**src/rtl/gga_pkg.sv**
```systemverilog
package gga_pkg;
  typedef enum logic [1:0] {HS_IDLE, HS_TALK, HS_TYPE, HS_BODY} hdr_state_e;

  localparam logic [7:0] CH_START = 8'h24;  // '$'
  localparam logic [7:0] CH_SEP   = 8'h2C;  // ','
  localparam logic [7:0] CH_STAR  = 8'h2A;  // '*'
  localparam logic [7:0] CH_CR    = 8'h0D;
  localparam logic [7:0] CH_LF    = 8'h0A;
endpackage

```
**src/rtl/gga_hdr_match.sv**
```systemverilog
module gga_hdr_match
  import gga_pkg::*;
#(
  parameter int unsigned TALK_LEN = 2,
  parameter int unsigned TYPE_LEN = 3,
  parameter logic [8*TYPE_LEN-1:0] TYPE_CODE = "GGA"
) (
  input  logic       clk_i,
  input  logic       rst_ni,
  input  logic [7:0] data_i,
  input  logic       valid_i,
  input  logic       is_start_i,
  input  logic       is_term_i,
  input  logic       done_i,
  output logic       in_body_o
);
  localparam int unsigned MAXLEN = (TALK_LEN > TYPE_LEN) ? TALK_LEN : TYPE_LEN;
  localparam int unsigned CW     = $clog2(MAXLEN + 1);
  localparam int unsigned NSLOT  = 2 ** CW;

  hdr_state_e     state_q;
  logic [CW-1:0]  cnt_q;
  logic [7:0]     exp_chr [NSLOT];

  for (genvar g = 0; g < NSLOT; g++) begin : g_exp
    if (g < TYPE_LEN) begin : g_used
      assign exp_chr[g] = TYPE_CODE[8*(TYPE_LEN-1-g) +: 8];
    end else begin : g_unused
      assign exp_chr[g] = 8'h00;
    end
  end

  always_ff @(posedge clk_i or negedge rst_ni) begin
    if (!rst_ni) begin
      state_q <= HS_IDLE;
      cnt_q   <= '0;
    end else if (valid_i) begin
      if (is_start_i) begin
        state_q <= HS_TALK;
        cnt_q   <= '0;
      end else if (is_term_i) begin
        state_q <= HS_IDLE;
      end else begin
        unique case (state_q)
          HS_IDLE: ;
          HS_TALK: begin
            if (cnt_q == CW'(TALK_LEN - 1)) begin
              state_q <= HS_TYPE;
              cnt_q   <= '0;
            end else begin
              cnt_q <= cnt_q + 1'b1;
            end
          end
          HS_TYPE: begin
            if (data_i != exp_chr[cnt_q]) state_q <= HS_IDLE;
            else if (cnt_q == CW'(TYPE_LEN - 1)) state_q <= HS_BODY;
            else cnt_q <= cnt_q + 1'b1;
          end
          HS_BODY: if (done_i) state_q <= HS_IDLE;
          default: state_q <= HS_IDLE;
        endcase
      end
    end
  end

  assign in_body_o = (state_q == HS_BODY);
endmodule

```
**src/rtl/gga_field_cnt.sv**
```systemverilog
module gga_field_cnt #(
  parameter int unsigned LAT_FIELD = 2,
  parameter int unsigned LON_FIELD = 4,
  localparam int unsigned FW = $clog2(LON_FIELD + 2)
) (
  input  logic          clk_i,
  input  logic          rst_ni,
  input  logic          in_body_i,
  input  logic          valid_i,
  input  logic          is_sep_i,
  output logic          in_lat_o,
  output logic          in_lon_o,
  output logic          done_o
);
  logic [FW-1:0] fld_q;

  // field index = commas seen since the type code
  always_ff @(posedge clk_i or negedge rst_ni) begin
    if (!rst_ni)                              fld_q <= '0;
    else if (!in_body_i)                      fld_q <= '0;
    else if (valid_i && is_sep_i && !done_o)  fld_q <= fld_q + 1'b1;
  end

  assign in_lat_o = in_body_i && (fld_q == FW'(LAT_FIELD));
  assign in_lon_o = in_body_i && (fld_q == FW'(LON_FIELD));
  assign done_o   = in_lon_o && valid_i && is_sep_i;
endmodule

```
**src/rtl/gga_pos_extract.sv**
```systemverilog
module gga_pos_extract
  import gga_pkg::*;
#(
  parameter int unsigned TALK_LEN  = 2,
  parameter int unsigned TYPE_LEN  = 3,
  parameter logic [8*TYPE_LEN-1:0] TYPE_CODE = "GGA",
  parameter int unsigned LAT_FIELD = 2,
  parameter int unsigned LON_FIELD = 4
) (
  input  logic       clk_i,
  input  logic       rst_ni,
  input  logic [7:0] rx_data_i,
  input  logic       rx_valid_i,
  output logic [7:0] chr_o,
  output logic       chr_valid_o,
  output logic       chr_tag_o,
  output logic       fld_end_o
);
  logic is_start, is_term, is_sep;
  logic in_body, in_lat, in_lon, done;

  assign is_start = (rx_data_i == CH_START);
  assign is_sep   = (rx_data_i == CH_SEP);
  assign is_term  = (rx_data_i == CH_STAR) || (rx_data_i == CH_CR) || (rx_data_i == CH_LF);

  gga_hdr_match #(
    .TALK_LEN (TALK_LEN),
    .TYPE_LEN (TYPE_LEN),
    .TYPE_CODE(TYPE_CODE)
  ) u_hdr (
    .clk_i     (clk_i),
    .rst_ni    (rst_ni),
    .data_i    (rx_data_i),
    .valid_i   (rx_valid_i),
    .is_start_i(is_start),
    .is_term_i (is_term),
    .done_i    (done),
    .in_body_o (in_body)
  );

  gga_field_cnt #(
    .LAT_FIELD(LAT_FIELD),
    .LON_FIELD(LON_FIELD)
  ) u_fld (
    .clk_i    (clk_i),
    .rst_ni   (rst_ni),
    .in_body_i(in_body),
    .valid_i  (rx_valid_i),
    .is_sep_i (is_sep),
    .in_lat_o (in_lat),
    .in_lon_o (in_lon),
    .done_o   (done)
  );

  always_ff @(posedge clk_i or negedge rst_ni) begin
    if (!rst_ni) begin
      chr_o       <= '0;
      chr_valid_o <= 1'b0;
      chr_tag_o   <= 1'b0;
      fld_end_o   <= 1'b0;
    end else begin
      chr_valid_o <= 1'b0;
      fld_end_o   <= 1'b0;
      if (rx_valid_i && (in_lat || in_lon) && !is_term && !is_start) begin
        chr_tag_o <= in_lon;
        if (is_sep) begin
          fld_end_o <= 1'b1;
        end else begin
          chr_valid_o <= 1'b1;
          chr_o       <= rx_data_i;
        end
      end
    end
  end
endmodule

```
**config.mk**
```make
export PLATFORM = sky130hd
export DESIGN_NAME = gga_pos_extract
export DESIGN_NICKNAME = d
export VERILOG_FILES = /design/src/rtl/gga_pkg.sv /design/src/rtl/gga_hdr_match.sv /design/src/rtl/gga_field_cnt.sv /design/src/rtl/gga_pos_extract.sv
export SDC_FILE = /design/constraint.sdc
export NUM_CORES = 1
export LEC_CHECK = 0
export BUFFER_PORTS_ARGS = -buffer_cell sky130_fd_sc_hd__buf_2
export CAP_MARGIN = 20
export CORE_AREA = 2 2 61 63
export CTS_CLUSTER_SIZE = 12
export DETAILED_ROUTE_END_ITERATION = 8
export DIE_AREA = 0 0 63 65
export PLACE_DENSITY = 0.55
export SKIP_CTS_REPAIR_TIMING = 1
export SLEW_MARGIN = 0
export SYNTH_ARGS = -nofsm -noshare
export SYNTH_HDL_FRONTEND = slang
export SYNTH_SLANG_ARGS = --single-unit
```
**constraint.sdc**
```tcl
create_clock -name clk_i -period 1.9 [get_ports clk_i]
set_clock_uncertainty 0.1 [all_clocks]
set_input_delay 0.19 -clock clk_i [delete_from_list [all_inputs] [get_ports clk_i]]
set_output_delay 0.19 -clock clk_i [all_outputs]
set_load 0.05 [all_outputs]
```
==> qor.yml, run 1 <==
yosys:
  synth_top_cell_area_share_pct: 38.67
  netlist-cell-type-count: 40
  synth_area_leaders: "dfrtp_1 39%, mux2_4 9.0%, ha_1 6.4%"
  syn_nets: 131
  synth_area_um2: 1165
  yosysTopAreaCell: "dfrtp_1"
  synth_area_per_cell_um2: 10.22
  ys_ff_latch: 18
  ys_seq_area_share_pct: 38.67
  yosys_warnings: 0
  syn_inst: 114
place:
  place_ws_ns: -0.1838
  gp_congestion: 0.8494
  hpwl_mm: 1.968
  io_buffers: 21
  place_inst: 194
worst_hold_path:
  min_from: "rx_data_i[7]"
  hold_path_depth: 2
  hold_end: "chr_o[7]"
  worst_hold_path_type: "in2reg"
worst_setup_path:
  cp_max_fo: 6
  r2r_cells: 6
  startpoint_type: "register"
  worstSetupPathType: "reg2reg"
  critPathCaptureType: "register"
  worstPathRequired_ns: 2.03
  crit_arrival_ns: 2.03
  rrSetupSlack_ns: -0.008
  r2r_start: "u_hdr.state_q[1]"
  r2r_end: "u_hdr.state_q[0]"
floorplan:
  row_count: 22
  fp.coreArea_um2: 3496
  initial_core_util_pct: 33.32
  io_pins: 22
  dieArea_um2: 4095
  die_h_um: 65
  die_w_um: 63
routing:
  antenna_left: 0
  drt_iter0_markers: 16
  first_pass_iters: 5
  via_count: 1049
  routed_wl_mm: 2.662
  wl_per_cell_um: 13.05
  via_per_inst: 5.142
  drc: 0
global_route:
  track_usage_pct: 13.79
  grt_max_degree: 19
  grt_antenna_before_repair: 0
  grt_pass1_wl_mm: 4.505
  grt_pass1_vias: 983
  grt_overflow: 0
run_status:
  status: "complete, but fails checks"
  violations: "setup timing"
power:
  power_switching_uw: 318.1
  ir_worst_vdd_uv: 296.8
  leakagePower_uw: 0.0007300
  switching_share_pct: 31.57
  combPwrFrac_pct: 33.2
  internal_power_uw: 689.3
  power_density_nw_per_um2: 643.6
  p_clk_share_pct: 24.3
  power_frac_seq_pct: 42.5
timing:
  timing.hold.ws_ns: 0.1068
  relSlewSlack_pct: 73.07
  worstMarginPinSlew_ns: 0.3927
  hold_viol_final: 0
  final.setup.tns_ns: -0.007739
  setup_slack_ns: -0.007739
  post-route-min-period_ns: 1.908
  report.final.slew_viol_count: 0
  rsz0062_at_grt: "yes"
  fmax_mhz: 524.2
  period_share_pct: 100.4
  setup_viol: 1
flow_run:
  max_cap_violations: 0
clock_tree:
  clkSinkCount: 18
  cts_tree: "yes"
  h-tree-depth: 1
  clock_path_buffers: 2
  clock_latency_ns: 0.29
  numCtsBuffers: 3
  cts_root_buf: "clkbuf_4"
  path_clk_slew_ns: 0.12
final_layout:
  fillCellCount: 340
  multiInputGateArea_um2: 715.7
  layout.cells.non_filler: 204
  nets: 174
  mostFrequentLayoutCell: "buf_2"
  diodes: 0
  drive_gt1_share_pct: 44.23
  final_cell_mix: "21 x buf_2, 18 x dfrtp_1, 18 x buf_4"
  seq_area_um2: 450.4
  syn2layout_area_growth_pct: 34.37
  utilization_pct: 44.77
power by group through the flow:
stage / Clock (uW) / Sequential [uW] / Combinational, uW
3_3_place_gp: 0 / 430 / 275
6_report: 245 / 429 / 334
5_1_grt: 273 / 432 / 369
2_1_floorplan: 0 / 463 / 136
4_1_cts: 261 / 424 / 279
3_5_place_dp: 0 / 432 / 277
synthesized netlist by cell type:
master / number
nor3b_1: 3
nor4bb_2: 1
and2_1: 1
nor2b_1: 3
nand2b_1: 2
and4bb_2: 1
a21o_1: 2
xnor2_1: 1
nand4_1: 3
o2111ai_1: 1
nor2_1: 6
and4_1: 1
o211ai_1: 3
o21ai_0: 1
o311ai_0: 1
a211o_1: 1
a221o_1: 1
a211oi_1: 1
o32ai_1: 1
a21oi_1: 6
nand3_1: 5
inv_1: 8
a32oi_2: 1
a31o_1: 1
nand2_1: 10
a31oi_1: 1
buf_6: 1
nor4_4: 1
dfrtp_1: 18
ha_1: 6
and3_1: 1
clkbuf_1: 3
mux2i_1: 2
o221a_1: 1
mux2_4: 7
nor3_1: 3
nor4_1: 2
o22a_1: 1
and3b_2: 1
a41o_1: 1
how the worst max path moves through the flow:
stage                startpoint                to  depth (start not counted)
2_1_floorplan  u_hdr.state_q[1]          chr_o[0]                          7
3_3_place_gp     u_fld.fld_q[0]          chr_o[0]                          6
3_5_place_dp     u_fld.fld_q[0]          chr_o[0]                          6
4_1_cts          u_fld.fld_q[0]          chr_o[3]                          6
5_1_grt        u_hdr.state_q[1]  u_hdr.state_q[0]                          6
6_report       u_hdr.state_q[1]  u_hdr.state_q[0]                          6
cells by family after synthesis:
logic type	synth area share, %
adders and majority gates	6.445
AOI/OAI and AO/OA	16.01
DFF	38.67
buffers and inverters	4.511
muxes	10.74
and+or+nand+nor	22.88
xor gates and xnor gates	0.7520
metrics by stage:
stage,power [uW],area [um2]
after floorplan,599.5,1166
after global placement,704.5,1420
after global routing,1074,1565
final,1007,1565
after CTS,965.0,1456
after detailed placement,708.4,1420
area by class of cell:
class / instances / area share (%)
Inverter: 8 / 1.918
Tap cell: 48 / 3.837
Sequential cell: 18 / 28.78
Clock buffer: 4 / 2.318
Timing Repair Buffer: 42 / 17.43
Multi-Input combinational cell: 84 / 45.72
critical path: stages (launching register included):
cell,delay [ns]
dfrtp_1,0.45
ha_2,0.22
buf_6,0.12
a221o_1,0.35
a21o_1,0.17
a211o_1,0.27
a21oi_2,0.16
layer usage:
metal	global-route usage [%]	part of all wire, %
met5	0	0
met4	5.000	1.5
met3	2.778	5.8
met2	22.61	46
met1	17.98	47
flip-flops by register name (all words and copies together), names as in the netlist:
| name | cells |
|---|---|
| u_fld.fld_q | 3 |
| fld_end_o | 1 |
| chr_o | 8 |
| u_hdr.cnt_q | 2 |
| chr_valid_o | 1 |
| u_hdr.state_q | 2 |
| chr_tag_o | 1 |
Power figures use the tool's default switching activity.
==> run 2, diff against run 1 <==
ABC_AREA = 1   (was default)
CORE_AREA = 2 2 62 64   (was 2 2 61 63)
CTS_CLUSTER_SIZE = 28   (was 12)
DIE_AREA = 0 0 64 66   (was 0 0 63 65)
==> run 2 against run 1 <==
Effect of this change:
- the run now ends clean
- clock-buffer cell count did not move
- sequential power increased by 4.9%
- critical endpoint is now chr_o[7]
- global-route usage down 1.6 points
==> qor.yml, run 2 <==
global_route:
  grt_overflow: 0
  grt_max_degree: 19
  grt_pass1_vias: 942
  track_usage_pct: 12.22
  grt_antenna_before_repair: 0
  grt_pass1_wl_mm: 4.091
power:
  p_clk_share_pct: 25.6
  power_switching_uw: 331.3
  switching_share_pct: 34.80
  combPwrFrac_pct: 27.2
  power_frac_seq_pct: 47.2
  internal_power_uw: 620.6
  leakagePower_uw: 0.0007307
  ir_worst_vdd_uv: 258.0
  power_density_nw_per_um2: 684.2
worst_setup_path:
  cp_slowest_cell: "dfrtp_1"
  path_buf_inv: 1
  worstSetupPathType: "reg2reg"
  slowest_delay_ns: 0.40
  crit_arrival_ns: 1.83
  worstPathRequired_ns: 1.99
  path_delay_family: "simple AND/OR/NAND/NOR gates"
  cp_cell_sequence: "inv_1 -> ha_1 -> nand3_4 -> nand2_1 -> nand2_2 -> a21oi_4 -> nand3_4 -> nand2_1 -> o21ai_2"
  critPathCaptureType: "register"
  cp_max_fo: 17
  startpoint_type: "register"
final_layout:
  reg_top3: "chr_o: 8 flops, u_fld.fld_q: 3 flops"
  nets: 196
  final_cell_mix: "41 x nand2_1, 21 x buf_2, 18 x dfrtp_1"
  regMostFlops: "chr_o"
  fillCellCount: 371
  diodes: 0
  largest_register_ffs: 8
  drive_gt1_share_pct: 32.02
  mostFrequentLayoutCell: "nand2_1"
  layout.cells.non_filler: 226
  utilization_pct: 39.18
  syn2layout_area_growth_pct: 17.18
clock_tree:
  clock_latency_ns: 0.30
  h-tree-depth: 1
  clkSinkCount: 18
  clock_path_buffers: 2
  cts_root_buf: "clkbuf_4"
  numCtsBuffers: 3
  path_clk_slew_ns: 0.10
  cts_tree: "yes"
floorplan:
  die_h_um: 66
  initial_core_util_pct: 33.44
  fp.coreArea_um2: 3551
  io_pins: 22
  row_count: 22
  dieArea_um2: 4224
  die_w_um: 64
yosys:
  synth_area_per_cell_um2: 7.812
  synth_top_cell_area_share_pct: 37.93
  syn_nets: 169
  syn_inst: 152
  yosys_warnings: 0
  yosysTopAreaCell: "dfrtp_1"
  ys_ff_latch: 18
  synth.most_common_cell: "nand2_1"
  synth_edf_count: 0
  netlist-cell-type-count: 22
  synth_area_um2: 1187
  ys_async_sr_fraction_pct: 100.0
  ys_top_cells_by_count: "41 x nand2_1, 18 x dfrtp_1, 16 x nand3_1"
  ys_seq_area_share_pct: 37.93
  ys.flop_type: "dfrtp_1"
  synth_area_leaders: "dfrtp_1 38%, nand2_1 13%, nand3_1 6.7%"
routing:
  drc: 0
  first_pass_iters: 4
  wl_per_cell_um: 10.54
  drt_iter0_markers: 39
  routed_wl_mm: 2.382
  via_count: 1004
  via_per_inst: 4.442
  antenna_left: 0
timing:
  hold_viol_final: 0
  post-route-min-period_ns: 1.739
  rsz0062_at_grt: "no"
  period_share_pct: 91.52
  report.final.slew_viol_count: 0
  fmax_mhz: 575.1
  setup_viol: 0
  worstMarginPinSlew_ns: 0.4020
  relSlewSlack_pct: 73.20
  final.setup.tns_ns: 0
run_status:
  status: "finished, final reports clean"
place:
  gp_congestion: 0.8071
  place_inst: 221
  io_buffers: 21
  hpwl_mm: 1.927
flow_run:
  max_cap_violations: 0
worst_hold_path:
  worst_hold_path_type: "in2reg"
run 2: cell types whose count changed after synthesis, sizes merged, moves of 7 or more:
cell | previous run | this run
inv | 8 | 23
mux2 | 7 | 0
nand2 | 10 | 47
nand3 | 5 | 18
nor2 | 6 | 14
o21ai | 1 | 13
run 2: power by group through the flow:
stage | clock network, uW | logic, uW | registers (uW)
final | 244 | 259 | 450
after global placement | 0 | 245 | 454
after global routing | 274 | 304 | 456
after floorplan | 0 | 187 | 452
after CTS | 254 | 257 | 449
after detailed placement | 0 | 255 | 457
run 2: area by class of cell:
type	instances	area [um2]	share of cell area [%]
multi-input combinational	108	624.3	44.87
sequential	18	450.4	32.37
timing repair buffer	24	130.1	9.353
inverter	24	90.09	6.475
tap	48	60.06	4.317
clock buffer	4	36.28	2.608
run 2: routing by layer:
metal / part of all wire (%) / track usage, % / vias to the layer above
met5: 0 / 0 / -
met4: 1.2 / 4.891 / 0
met3: 6.6 / 2.555 / 4
met2: 45 / 20.70 / 21
met1: 47 / 15.10 / 446
li1: - / - / 533
run 2: path summary, 6_finish.rpt:
path / cells after the start / slack, ns / to / from
min reg2reg: 2 / 0.39 / chr_o[6] / chr_o[6]
min in group asynchronous: 2 / 0.24 / chr_o[6] / rst_ni
min: 3 / 0.06 / chr_o[4] / rx_data_i[4]
max: 9 / 0.16 / chr_o[7] / u_fld.fld_q[0]
max reg2reg: 9 / 0.16 / chr_o[7] / u_fld.fld_q[0]
max in group asynchronous: 2 / 1.18 / u_hdr.state_q[1] / rst_ni
run 2: through the flow:
step / hold WS [ns] / total power (uW) / setup WS (ns) / instance area, um2
detailed placement: 0.05027 / 712.1 / 0.1517 / 1345
global placement: 0.03932 / 699.4 / 0.2134 / 1345
floorplan: -0.2056 / 639.0 / 0.2930 / 1187
finish: 0.05854 / 951.9 / 0.1611 / 1391
global route: 0.04354 / 1034 / 0.01342 / 1391
CTS: -0.2872 / 959.4 / 0.1391 / 1381
run 2: logic make-up (layout without fill, tap and decap cells):
kind of cell,Yosys count,count (layout),share of synthesized area [%]
fa+ha+maj,6,6,6.322
xor+xnor,1,1,0.7378
buf+inv,26,52,9.484
flops,18,18,37.93
simple gates,82,82,32.24
compound gates,19,19,13.28
run 2: worst register-to-register path: cells and delay by family (launching register included):
| kind | cells | cell delay (ns) |
|---|---|---|
| AO/OA/AOI/OAI | 2 | 0.20 |
| adder cells (fa/ha/maj) | 1 | 0.21 |
| buffers and inverters | 1 | 0.11 |
| flip-flops | 1 | 0.40 |
| AND/OR/NAND/NOR | 5 | 0.61 |
==> run 3, diff against run 2 <==
PLACE_DENSITY = default   (was 0.55)
==> run 3 against run 2 <==
Effect of this change:
- first-iteration DRC count fell by 33%
- cell count unchanged
- non-clock buffer count is the same
- global-route usage fell by 0.56 points
- clock power is essentially flat
- worst hold slack improved by 0.0037 ns
- final area stayed put
- critical endpoint unchanged
- largest cell class unchanged
- highest routed layer unchanged
==> qor.yml, run 3 (synthesized netlist as in run 2, its figures left out) <==
place:
  hpwl_mm: 1.823
  placed_area_um2: 1345
  io_buffers: 21
  gp_congestion: 0.7754
floorplan:
  initial_core_util_pct: 33.44
  row_count: 22
  io_pins: 22
  die_w_um: 64
  dieArea_um2: 4224
  die_h_um: 66
  fp.coreArea_um2: 3551
worst_setup_path:
  r2r_cells: 8
  startpoint_type: "register"
  cp_max_fo: 17
  critPathCaptureType: "register"
  cp_cell_sequence: "ha_1 -> nand3_4 -> nand2_1 -> nand2_2 -> a21oi_4 -> nand3_4 -> nand2_1 -> o21ai_2"
  cp-endpoint: "chr_o[7]"
  slowest_delay_ns: 0.42
  path_depth: 8
  worstSetupPathType: "reg2reg"
  r2r_start: "u_hdr.state_q[1]"
  cp_slowest_cell: "dfrtp_1"
  crit_arrival_ns: 1.81
  r2r_end: "chr_o[7]"
  worstPathRequired_ns: 1.99
  rrSetupSlack_ns: 0.18
  path_delay_family: "simple AND/OR/NAND/NOR gates"
  path_buf_inv: 0
  critPathLaunch: "u_hdr.state_q[1]"
final_layout:
  final_cell_mix: "41 x nand2_1, 21 x buf_2, 18 x dfrtp_1"
  utilization_pct: 39.18
  mostFrequentLayoutCell: "nand2_1"
  nets: 196
  drive_gt1_share_pct: 32.02
  syn2layout_area_growth_pct: 17.18
  design_area_um2: 1391
  regMostFlops: "chr_o"
  reg_top3: "chr_o: 8 flops, u_fld.fld_q: 3 flops"
  largest_register_ffs: 8
  diodes: 0
clock_tree:
  cts_tree: "yes"
  numCtsBuffers: 3
  path_clk_slew_ns: 0.12
  clock_latency_ns: 0.30
  h-tree-depth: 1
  clock_path_buffers: 2
  cts_root_buf: "clkbuf_4"
  clkSinkCount: 18
timing:
  final.setup.tns_ns: 0
  fmax_mhz: 579.7
  post-route-min-period_ns: 1.725
  rsz0062_at_grt: "no"
  period_share_pct: 90.79
  report.final.slew_viol_count: 0
  worstMarginPinSlew_ns: 0.4094
  hold_viol_final: 0
  setup_viol: 0
  relSlewSlack_pct: 72.70
routing:
  drc: 0
  antenna_left: 0
  drt_iter0_markers: 26
  wl_per_cell_um: 10.11
  first_pass_iters: 4
  via_per_inst: 4.442
  routed_wl_mm: 2.284
  via_count: 1004
global_route:
  grt_max_degree: 19
  grt_pass1_wl_mm: 3.870
  grt_pass1_vias: 887
  grt_overflow: 0
  grt_antenna_before_repair: 0
  track_usage_pct: 11.65
power:
  internal_power_uw: 620.4
  p_clk_share_pct: 25.8
  power_switching_uw: 329.5
  power_frac_seq_pct: 47.5
  ir_worst_vdd_uv: 279.6
  leakagePower_uw: 0.0007307
  power_density_nw_per_um2: 682.7
  combPwrFrac_pct: 26.7
  switching_share_pct: 34.69
flow_run:
  max_cap_violations: 0
worst_hold_path:
  worst_hold_path_type: "in2reg"
run_status:
  status: "finished, final reports clean"
run 3: cell counts in the layout (fill, tap and decap cells not counted):
Identical to the previous run, type by type.
run 3: worst min path at each step:
stage	startpoint	endpoint	slack (ns)	cells past startpoint
3_5_place_dp	rst_ni	chr_valid_o	0.05	1
6_report	rx_data_i[1]	chr_o[1]	0.06	3
3_3_place_gp	rst_ni	chr_valid_o	0.04	1
4_1_cts	rst_ni	chr_o[6]	-0.30	1
2_1_floorplan	rst_ni	chr_o[0]	-0.21	0
5_1_grt	rx_data_i[4]	chr_o[4]	0.06	3
run 3: through the flow:
step / power [uW] / std cells / hold WS, ns / setup WS (ns)
floorplan: 639.0 / 152 / -0.2056 / 0.2930
global placement: 706.0 / 221 / 0.04207 / 0.2190
detailed placement: 711.0 / 221 / 0.05177 / 0.1820
CTS: 963.2 / 225 / -0.2978 / 0.1635
global route: 1029 / 226 / 0.05648 / 0.01703
finish: 949.9 / 226 / 0.06224 / 0.1751
run 3: cell type report:
type	count	area (um2)
inverter	24	90.09
multi-input combinational	108	624.3
timing repair buffer	24	130.1
clock buffer	4	36.28
fill	369	2160
tap	48	60.06
sequential	18	450.4
run 3: layer usage:
metal  GRT usage, %  vias to the layer above  wire length (um)
li1               -                      535                 -
met4          4.076                        0                32
met5              0                        -                 0
met2          18.23                       24               945
met3          2.044                        4               128
met1          16.09                      441              1177
run 3: power by group through the flow:
| stage | clock [uW] | combinational (uW) | sequential, uW |
|---|---|---|---|
| after floorplan | 0 | 187 | 452 |
| after global placement | 0 | 250 | 456 |
| after detailed placement | 0 | 253 | 458 |
| after CTS | 259 | 254 | 450 |
| after global routing | 277 | 293 | 459 |
| final | 245 | 254 | 451 |
run 3: worst reg2reg max path, delay by kind of cell (launching register included):
kind / cells / cell delay (ns)
compound gates: 2 / 0.19
fa+ha+maj: 1 / 0.27
flops: 1 / 0.42
simple gates: 5 / 0.63
